<file path="src/rtl/wdt_pkg.sv">
package wdt_pkg;
  // Offsets within a frame; the refresh/control split is fixed by software
  localparam int OFS_CTRL    = 'h000;
  localparam int OFS_PERIOD  = 'h008;
  localparam int OFS_DLINE   = 'h010;
  localparam int OFS_IFACE   = 'hFCC;
  localparam int OFS_IDENT   = 'hFD0;
  localparam int OFS_REFRESH = 'h000;

  typedef enum logic [2:0] {
    RS_NONE,
    RS_CTRL,
    RS_PERIOD,
    RS_DLINE,
    RS_IFACE,
    RS_IDENT
  } rd_sel_e;
endpackage

</file>
<file path="src/rtl/wdt_frame_decode.sv">
module wdt_frame_decode
  import wdt_pkg::*;
#(
  parameter int ADDR_W    = 12,
  parameter int CMP_WORDS = 2,
  parameter int WIDX_W    = 1
) (
  input  logic                 rf_sel,
  input  logic                 cf_sel,
  input  logic                 wr_en,
  input  logic                 rd_en,
  input  logic [ADDR_W-1:0]    addr,
  output logic                 refresh,
  output logic                 ctrl_wr,
  output logic                 period_wr,
  output logic [CMP_WORDS-1:0] dline_wr,
  output logic                 rd_req,
  output rd_sel_e              rd_sel,
  output logic [WIDX_W-1:0]    rd_word
);
  logic                 cf_act;
  logic                 rf_act;
  logic [CMP_WORDS-1:0] dline_hit;
  logic                 hit_ctrl;
  logic                 hit_period;
  logic                 hit_iface;
  logic                 hit_ident;

  assign cf_act = cf_sel;
  assign rf_act = rf_sel & ~cf_sel;

  assign hit_ctrl   = (addr == ADDR_W'(OFS_CTRL));
  assign hit_period = (addr == ADDR_W'(OFS_PERIOD));
  assign hit_iface  = (addr == ADDR_W'(OFS_IFACE));
  assign hit_ident  = (addr == ADDR_W'(OFS_IDENT));

  genvar gi;
  generate
    for (gi = 0; gi < CMP_WORDS; gi++) begin : g_dline_hit
      assign dline_hit[gi] = (addr == ADDR_W'(OFS_DLINE + 4 * gi));
    end
  endgenerate

  assign refresh   = rf_act & wr_en & (addr == ADDR_W'(OFS_REFRESH));
  assign ctrl_wr   = cf_act & wr_en & hit_ctrl;
  assign period_wr = cf_act & wr_en & hit_period;
  assign dline_wr  = {CMP_WORDS{cf_act & wr_en}} & dline_hit;
  assign rd_req    = rd_en & (rf_sel | cf_sel);

  always_comb begin
    rd_word = '0;
    for (int i = 0; i < CMP_WORDS; i++) begin
      if (dline_hit[i]) rd_word = WIDX_W'(i);
    end
  end

  always_comb begin
    rd_sel = RS_NONE;
    if (cf_act) begin
      if (hit_ctrl)        rd_sel = RS_CTRL;
      else if (hit_period) rd_sel = RS_PERIOD;
      else if (|dline_hit) rd_sel = RS_DLINE;
      else if (hit_iface)  rd_sel = RS_IFACE;
      else if (hit_ident)  rd_sel = RS_IDENT;
    end else if (rf_act) begin
      if (hit_iface)       rd_sel = RS_IFACE;
      else if (hit_ident)  rd_sel = RS_IDENT;
    end
  end
endmodule

</file>
<file path="src/rtl/wdt_stage_core.sv">
module wdt_stage_core #(
  parameter int CNT_W     = 64,
  parameter int OFF_W     = 32,
  parameter int BUS_W     = 32,
  parameter int CMP_WORDS = 2
) (
  input  logic                 clk,
  input  logic                 rst,
  input  logic [CNT_W-1:0]     sys_count,
  input  logic                 refresh,
  input  logic                 ctrl_wr,
  input  logic                 period_wr,
  input  logic [CMP_WORDS-1:0] dline_wr,
  input  logic [BUS_W-1:0]     wdata,
  output logic                 en_o,
  output logic                 ws0_o,
  output logic                 ws1_o,
  output logic [OFF_W-1:0]     period_o,
  output logic [CNT_W-1:0]     dline_o
);
  localparam int PAD_W = CMP_WORDS * BUS_W;

  logic             en_q;
  logic             ws0_q;
  logic             ws1_q;
  logic [OFF_W-1:0] period_q;
  logic [CNT_W-1:0] dline_q;
  logic [PAD_W-1:0] dline_pad;
  logic [PAD_W-1:0] dline_merge;
  logic [CNT_W-1:0] next_dline;
  logic             reached;
  logic             kick;

  assign dline_pad  = PAD_W'(dline_q);
  assign next_dline = sys_count + CNT_W'(period_q);
  assign reached    = (sys_count >= dline_q);
  assign kick       = refresh | ctrl_wr;

  // Merge any written deadline word into the current deadline
  always_comb begin
    dline_merge = dline_pad;
    for (int i = 0; i < CMP_WORDS; i++) begin
      if (dline_wr[i]) dline_merge[i*BUS_W +: BUS_W] = wdata;
    end
  end

  always_ff @(posedge clk) begin
    if (rst) begin
      en_q     <= 1'b0;
      ws0_q    <= 1'b0;
      ws1_q    <= 1'b0;
      period_q <= '0;
      dline_q  <= '0;
    end else begin
      if (period_wr) period_q <= wdata[OFF_W-1:0];
      if (ctrl_wr)   en_q     <= wdata[0];
      if (kick) begin
        dline_q <= next_dline;
        ws0_q   <= 1'b0;
        ws1_q   <= 1'b0;
      end else if (|dline_wr) begin
        dline_q <= dline_merge[CNT_W-1:0];
      end else if (en_q && reached) begin
        if (!ws0_q) begin
          ws0_q   <= 1'b1;
          dline_q <= next_dline;
        end else begin
          ws1_q   <= 1'b1;
        end
      end
    end
  end

  assign en_o     = en_q;
  assign ws0_o    = ws0_q;
  assign ws1_o    = ws1_q;
  assign period_o = period_q;
  assign dline_o  = dline_q;
endmodule

</file>
<file path="src/rtl/wdt_read_mux.sv">
module wdt_read_mux
  import wdt_pkg::*;
#(
  parameter int             CNT_W     = 64,
  parameter int             OFF_W     = 32,
  parameter int             BUS_W     = 32,
  parameter int             CMP_WORDS = 2,
  parameter int             WIDX_W    = 1,
  parameter logic [BUS_W-1:0] IFACE_ID = '0,
  parameter logic [BUS_W-1:0] IDENT_ID = '0
) (
  input  logic              clk,
  input  logic              rst,
  input  logic              rd_req,
  input  rd_sel_e           rd_sel,
  input  logic [WIDX_W-1:0] rd_word,
  input  logic              en,
  input  logic              ws0,
  input  logic              ws1,
  input  logic [OFF_W-1:0]  period,
  input  logic [CNT_W-1:0]  dline,
  output logic [BUS_W-1:0]  rdata_o,
  output logic              rvalid_o
);
  localparam int PAD_W = CMP_WORDS * BUS_W;

  logic [PAD_W-1:0] dline_pad;
  logic [BUS_W-1:0] rd_val;
  logic [BUS_W-1:0] rdata_q;
  logic             rvalid_q;

  assign dline_pad = PAD_W'(dline);

  always_comb begin
    unique case (rd_sel)
      RS_CTRL:   rd_val = {{(BUS_W-3){1'b0}}, ws1, ws0, en};
      RS_PERIOD: rd_val = BUS_W'(period);
      RS_DLINE:  rd_val = dline_pad[rd_word*BUS_W +: BUS_W];
      RS_IFACE:  rd_val = IFACE_ID;
      RS_IDENT:  rd_val = IDENT_ID;
      default:   rd_val = '0;
    endcase
  end

  always_ff @(posedge clk) begin
    if (rst) begin
      rdata_q  <= '0;
      rvalid_q <= 1'b0;
    end else begin
      rvalid_q <= rd_req;
      if (rd_req) rdata_q <= rd_val;
    end
  end

  assign rdata_o  = rdata_q;
  assign rvalid_o = rvalid_q;
endmodule

</file>
<file path="src/rtl/wdt_twostage.sv">
module wdt_twostage
  import wdt_pkg::*;
#(
  parameter int               CNT_W    = 64,
  parameter int               OFF_W    = 32,
  parameter int               BUS_W    = 32,
  parameter int               ADDR_W   = 12,
  parameter logic [BUS_W-1:0] IFACE_ID = 32'h0002_1A5D,
  parameter logic [BUS_W-1:0] IDENT_ID = 32'h0000_1F0A
) (
  input  logic              clk,
  input  logic              rst,
  input  logic [CNT_W-1:0]  sys_count_i,
  input  logic              rf_sel_i,
  input  logic              cf_sel_i,
  input  logic              wr_en_i,
  input  logic              rd_en_i,
  input  logic [ADDR_W-1:0] addr_i,
  input  logic [BUS_W-1:0]  wdata_i,
  output logic [BUS_W-1:0]  rdata_o,
  output logic              rvalid_o,
  output logic              warn_o,
  output logic              reset_req_o
);
  localparam int CMP_WORDS = (CNT_W + BUS_W - 1) / BUS_W;
  localparam int WIDX_W    = (CMP_WORDS > 1) ? $clog2(CMP_WORDS) : 1;

  logic                 refresh;
  logic                 ctrl_wr;
  logic                 period_wr;
  logic [CMP_WORDS-1:0] dline_wr;
  logic                 rd_req;
  rd_sel_e              rd_sel;
  logic [WIDX_W-1:0]    rd_word;
  logic                 en_q;
  logic                 ws0;
  logic                 ws1;
  logic [OFF_W-1:0]     period;
  logic [CNT_W-1:0]     dline;

  wdt_frame_decode #(
    .ADDR_W(ADDR_W), .CMP_WORDS(CMP_WORDS), .WIDX_W(WIDX_W)
  ) u_decode (
    .rf_sel(rf_sel_i), .cf_sel(cf_sel_i), .wr_en(wr_en_i), .rd_en(rd_en_i),
    .addr(addr_i), .refresh(refresh), .ctrl_wr(ctrl_wr),
    .period_wr(period_wr), .dline_wr(dline_wr), .rd_req(rd_req),
    .rd_sel(rd_sel), .rd_word(rd_word)
  );

  wdt_stage_core #(
    .CNT_W(CNT_W), .OFF_W(OFF_W), .BUS_W(BUS_W), .CMP_WORDS(CMP_WORDS)
  ) u_core (
    .clk(clk), .rst(rst), .sys_count(sys_count_i), .refresh(refresh),
    .ctrl_wr(ctrl_wr), .period_wr(period_wr), .dline_wr(dline_wr),
    .wdata(wdata_i), .en_o(en_q), .ws0_o(ws0), .ws1_o(ws1),
    .period_o(period), .dline_o(dline)
  );

  wdt_read_mux #(
    .CNT_W(CNT_W), .OFF_W(OFF_W), .BUS_W(BUS_W), .CMP_WORDS(CMP_WORDS),
    .WIDX_W(WIDX_W), .IFACE_ID(IFACE_ID), .IDENT_ID(IDENT_ID)
  ) u_rdmux (
    .clk(clk), .rst(rst), .rd_req(rd_req), .rd_sel(rd_sel),
    .rd_word(rd_word), .en(en_q), .ws0(ws0), .ws1(ws1),
    .period(period), .dline(dline), .rdata_o(rdata_o), .rvalid_o(rvalid_o)
  );

  assign warn_o      = ws0;
  assign reset_req_o = ws1;
endmodule

</file>
<file path="config.mk">
export PLATFORM = sky130hd
export DESIGN_NAME = wdt_twostage
export DESIGN_NICKNAME = d
export VERILOG_FILES = /design/src/rtl/wdt_pkg.sv /design/src/rtl/wdt_frame_decode.sv /design/src/rtl/wdt_stage_core.sv /design/src/rtl/wdt_read_mux.sv /design/src/rtl/wdt_twostage.sv
export SDC_FILE = /design/constraint.sdc
export NUM_CORES = 1
export LEC_CHECK = 0
export ABC_CLOCK_PERIOD_IN_PS = 4000
export BUFFER_PORTS_ARGS = -buffer_cell sky130_fd_sc_hd__buf_4
export CORE_MARGIN = 2
export CORE_UTILIZATION = 55
export CTS_CLUSTER_DIAMETER = 80
export DETAILED_ROUTE_END_ITERATION = 12
export GPL_ROUTABILITY_DRIVEN = 0
export PLACE_DENSITY = 0.74
export SKIP_LAST_GASP = 1
export SYNTH_ARGS = -nofsm -noshare
export SYNTH_HDL_FRONTEND = slang
export SYNTH_SLANG_ARGS = --single-unit
export TNS_END_PERCENT = 5
</file>
<file path="constraint.sdc">
create_clock -name clk -period 4 [get_ports clk]
set_input_delay 0.8 -clock clk [delete_from_list [all_inputs] [get_ports clk]]
set_output_delay 0.8 -clock clk [all_outputs]
set_load 0.01 [all_outputs]
</file>
### Word-level counts from Yosys, hierarchy flattened

Cells that the tools add are included.

| storage, ports and cells | value |
|---|---|
| register bits | 132 |
| bits of input ports | 114 |
| output and inout bits | 35 |
| logic and storage cells | 61 |

| operators by class | value |
|---|---|
| add/sub/neg operators | 1 |
| magnitude comparators | 1 |
| equal/unequal tests | 13 |
| shifts and indexed selects | 1 |
| mux-type cells | 15 |
| bitwise logic cells | 12 |
| reduce and logical (&&, ||, !) cells | 10 |

Operators with widths:

| cell | count |
|---|---|
| $mux W64 | 4 |
| $pmux W32 S5 | 1 |
| $add A64 B32 Y64 | 1 |
| $ge A64 B64 Y1 | 1 |
| $mux W32 | 2 |
| $shiftx A64 B7 Y32 | 1 |
| $eq A12 B12 Y1 const B | 2 |
| $eq A12 B5 Y1 const B | 2 |
| $mux W3 | 7 |
| $eq A12 B4 Y1 const B | 1 |
| $logic_not A12 Y1 | 1 |
| $reduce_and A3 Y1 | 3 |
| $and A1 B1 Y1 | 7 |
| $eq A3 B2 Y1 const B | 2 |
| $eq A3 B3 Y1 const B | 2 |
| $ne A3 B2 Y1 const B | 2 |
| $reduce_or A2 Y1 | 3 |
| $eq A3 B1 Y1 const B | 1 |
| $ne A3 B3 Y1 const B | 1 |
| $reduce_bool A3 Y1 | 1 |
| $and A2 B2 Y2 | 1 |
| $not A1 Y1 | 2 |
| $or A1 B1 Y1 | 2 |
| $reduce_and A2 Y1 | 1 |
| 2 further kinds | 2 |

### Logic depth before layout (Yosys ltp)

| depth | value |
|---|---|
| depth in word-level cells | 9 |
| gate-level depth with buffers | 13 |
| depth with buffers taken out | 12 |

### By module

From an unflattened synthesis, not the netlist that was laid out.

| second synthesis, totals | value |
|---|---|
| cells, all modules | 1272 |
| area, all modules | 10408.7 um2 |

By module, submodules not included:

| module | instances | cells each | area an instance (um2) | sequential area each (um2) |
|---|---|---|---|---|
| wdt_stage_core | 1 | 1045 | 8221.6 | 1981.9 |
| wdt_read_mux | 1 | 192 | 1968.1 | 660.6 |
| wdt_frame_decode | 1 | 35 | 219.0 | 0.0 |

### Worst setup path before layout

No wires, ideal clock.

| path | value |
|---|---|
| path kind | input -> register |
| start point | input port sys_count_i[0] |
| end point | register u_core.dline_q[42], in the netlist u_core.dline_o[42] |
| setup time | 0.087 ns |
| arrival | 3.335 ns |
| data required time | 3.913 ns |
| slack | 0.578 ns |
| stages on the path | 12 |
| path buffers | 0 |
| cells stage by stage | ha_1 -> inv_1 -> fa_1 -> nor2b_1 -> o2111ai_1 -> a21oi_1 -> o21ai_0 -> o31a_1 -> o31ai_2 -> a31o_2 -> a21oi_1 -> o31ai_1 |

| between the ends | value |
|---|---|
| cells in the longest elaborated chain, start to end | 5 |
| elaborated cells on any way between the ends | 9 |
| those cells by class | 1 x add/sub; 1 x order compare; 4 x mux; 3 x reduce/logical |

Ends and longest elaborated chain:

| what | line | source |
|---|---|---|
| from (decl) | wdt_twostage.sv:13 | `input logic [CNT_W-1:0] sys_count_i,` |
| $add A64 B32 Y64 | wdt_stage_core.sv:35 | `assign next_dline = sys_count + CNT_W'(period_q);` |
| $mux W64 | wdt_stage_core.sv:64 | `if (!ws0_q) begin` |
| $mux W64 | wdt_stage_core.sv:63 | `end else if (en_q && reached) begin` |
| $mux W64 | wdt_stage_core.sv:61 | `end else if (\|dline_wr) begin` |
| $mux W64 | wdt_stage_core.sv:57 | `if (kick) begin` |
| to (signal assigned) | wdt_stage_core.sv:58 | `dline_q <= next_dline;` |
| to (signal assigned) | wdt_stage_core.sv:62 | `dline_q <= dline_merge[CNT_W-1:0];` |
| to (signal assigned) | wdt_stage_core.sv:66 | `dline_q <= next_dline;` |
| to (decl) | wdt_stage_core.sv:27 | `logic [CNT_W-1:0] dline_q;` |

Parallel ways exist; a longest one is shown, timed or not. The select of a mux whose other input is x is not followed.
A chain may end at the register's enable or synchronous reset.

### Final worst setup path

| path | value |
|---|---|
| start point | input port sys_count_i[0] |
| end point | register u_core.dline_q[41], in the netlist u_core.dline_o[41] |

The elaborated chain is that of the path after synthesis.

==> metrics <==
status=complete, no violations; CP Launch Type=input port; clock share of power=48.3%; Clock Skews=0.0109 ns; Post-Synth XOR/XNOR Area=4.29%; I/O Buffers=148; HP Class=flop to flop; Sinks on Clock Net=132; total grt overflow=0; switching share of power=26.3%; critical path type=input port to flop; num ports=149; Vias/cell=6.44; commonest cells after routing, fill and taps aside=nand2_1 (180), a21oi_1 (168), buf_4 (168); Post-Synth Adder-Cell Area=12.0%; synth unique cells=66; post-synthesis mux area share=0.686%; Clock transition at path regs=0.06 ns; ANT nets after route=0; Setup Viol. Count Final=0; Max clock buf depth=2; commonest non-fill, non-tap cell in the layout=nand2_1; vias=11,300; Final period util=88.7%; max cap viols=0; Worst EP required=4.27 ns; Peak VDD IR=0.000298 V; Root Buffer=clkbuf_16; antenna violations before repair=0; sequential area share after synthesis=25.9%; asr flop ratio synth=0%; layout cells sized above 1=14.3%; Post-Synth Simple-Gate Area=23.7%; TritonCTS buffer count=17; synthesized instance count=1,404; Avg Inst Size Synth=7.27 um^2; area share of the largest cell type after synthesis=25.9%; First DRT Iteration DRCs=1,219; Remaining DRCs=0; crit path max-delay cell type=or3_1; Rel. slew slack=36.9%; EDFF count, synth=0; # hold bufs at CTS=0; static leakage=4.63 nW; Layout Nets=1,718; first drt pass iteration count=7; crit-path max cell delay=0.72 ns; CP top delay family=compound AO/OA/AOI/OAI gates; Fin. Hold Viols=0; GR Util All Layers=35.4%; detailed placement HPWL=26,200 um; Max Clock Freq=282 MHz; largest net degree at the start of global routing=78; Die Width=140 um; row count=49; Area growth, synth to finish=18.3%; H-tree depth=4; core area=18,100 um^2; Mapped Nets=1,615; r2r setup slk=0.62 ns; Slew Limit Fails=0; top_reg_cell synth=dfxtp_1; crit-path max FO=19; main combinational cell family by area after synthesis=compound AO/OA/AOI/OAI gates; Skew-Pair Late Insertion Delay=0.43 ns; DP Worst Slack=0.0779 ns; # Post-CTS Setup Buffers=0; Yosys reg bits=132; RSZ-0062 raised after global routing=false; Comb pwr share=12.5%; Area contributors post-synth=dfxtp_1 (26%), ha_1 (12%), a21oi_1 (8.2%); post-route setup slack=0.454 ns; Setup crit end kind=flop; routed len/inst=20.3 um; post-synth top area cell=dfxtp_1; synthesized cell area=10,200 um^2; P per Cell Area=281 nW/um^2; vias in the first global route=10,300; min Tclk post-route=3.55 ns; internal power=0.00250 W; Synth Area in Compound Gates=27.0%; CP bufs+invs=2; worst-margin pin slew=0.935 ns; final wirelength=35,400 um; Crit path top cell by count=a21oi_1; full die area=19,700 um^2; ant diodes=0; crit path DAT=3.82 ns; worst path cell trace=buf_4 > inv_1 > ha_1 > nand2b_1 > a2111o_1 > a21oi_1 > o211ai_1 > a32oi_1 > nand3_1 > a21oi_1 > or3_1 > o221ai_1; Resized cells post-CTS=0; sequential power share=39.1%; Die Ht=140 um; first-pass GRT wire length=55,300 um; Initial Util=56.5%; net switching power=0.000892 W; Yosys warnings=0; CTS tree=yes; Fin Setup TNS=0 ns
==> per-stage QoR <==
step | hold slack [ns] | utilization [%] | total power, W | std cells | area (um^2)
after global placement | 0.442 | 63.4 | 0.00176 | 1717 | 11500
after detailed placement | 0.449 | 63.4 | 0.00177 | 1717 | 11500
after global routing | 0.493 | 66.8 | 0.00349 | 1749 | 12100
after floorplan | 0.436 | - | 0.00156 | 1404 | 10200
final | 0.456 | 66.8 | 0.00339 | 1749 | 12100
after CTS | 0.457 | 66.8 | 0.00338 | 1749 | 12100
==> layout make-up <==
cell class	count	area (um^2)
Clock inverter	13	159
Multi-Input combinational cell	1102	6930
Timing Repair Buffer	170	1300
Fill cell	1661	6010
Tap cell	229	287
Inverter	84	315
Clock buffer	19	443
Sequential cell	132	2640
==> worst paths after layout <==
kind                                   startpoint                              end  depth (start not counted)
hold reg to reg   u_core.dline_o[33]$_SDFFE_PP0P_  u_core.dline_o[33]$_SDFFE_PP0P_                          2
setup / recovery                   sys_count_i[0]  u_core.dline_o[41]$_SDFFE_PP0P_                         12
setup reg to reg  u_core.period_o[0]$_SDFFE_PP0P_  u_core.dline_o[56]$_SDFFE_PP0P_                         12
hold / removal    u_core.dline_o[33]$_SDFFE_PP0P_  u_core.dline_o[33]$_SDFFE_PP0P_                          2
==> Yosys cell counts, drive strengths merged (5+ instances only) <==
library cell    n
o21ai          77
a221oi         10
nor4            5
nand2b         12
a31oi           6
o221ai          6
clkbuf         74
xnor2          30
and2            5
nor3           27
a21o           23
a211o           7
nand2         180
nor2          137
o211ai         16
dfxtp         132
or3            29
o31ai           9
nand3          25
nand4b         11
a21oi         168
buf            12
ha             96
and3           18
inv            84
o21bai          6
nand3b          6
a211oi         48
mux2i           7
o21a            6
nand4          36
nor2b           5
a22oi          21
xor2           20
==> cell families (layout without fill, tap and decap cells) <==
| logic type | count (synthesis) | after routing |
|---|---|---|
| AO/OA/AOI/OAI | 438 | 438 |
| XOR/XNOR | 50 | 50 |
| adder cells (fa/ha/maj) | 97 | 97 |
| buffers and inverters | 170 | 286 |
| flip-flops | 132 | 132 |
| multiplexers | 7 | 7 |
| AND/OR/NAND/NOR | 510 | 510 |
==> sequential cells by signal, summed over array words and instances (netlist names) <==
name,count
u_core.ws1_o,1
u_rdmux.rdata_o,32
u_core.ws0_o,1
u_core.period_o,32
u_rdmux.rvalid_o,1
u_core.en_o,1
u_core.dline_o,64
==> worst min-delay path: cells and delay by family, from the launching register on <==
| family | cells | cell delay, ns |
|---|---|---|
| and+or+nand+nor | 1 | 0.05 |
| AOI/OAI and AO/OA | 1 | 0.05 |
| DFF | 1 | 0.31 |
==> metal layers <==
layer	GRT usage, %	share of wire, %	vias up
met4	11.1	2.1	0
met5	0	0	-
met1	51.1	43	5273
met3	8.58	12	71
li1	-	-	5266
met2	52.2	42	654
==> power by group through the flow <==
| stage | sequential [W] | combinational, W | clock [W] |
|---|---|---|---|
| after CTS | 0.00133 | 0.000416 | 0.00164 |
| final | 0.00133 | 0.000425 | 0.00164 |
| after global routing | 0.00133 | 0.000464 | 0.00169 |
| after detailed placement | 0.00136 | 0.000413 | 0 |
| after global placement | 0.00136 | 0.000407 | 0 |
| after floorplan | 0.00136 | 0.000203 | 0 |
Power figures use the tool's default switching activity.
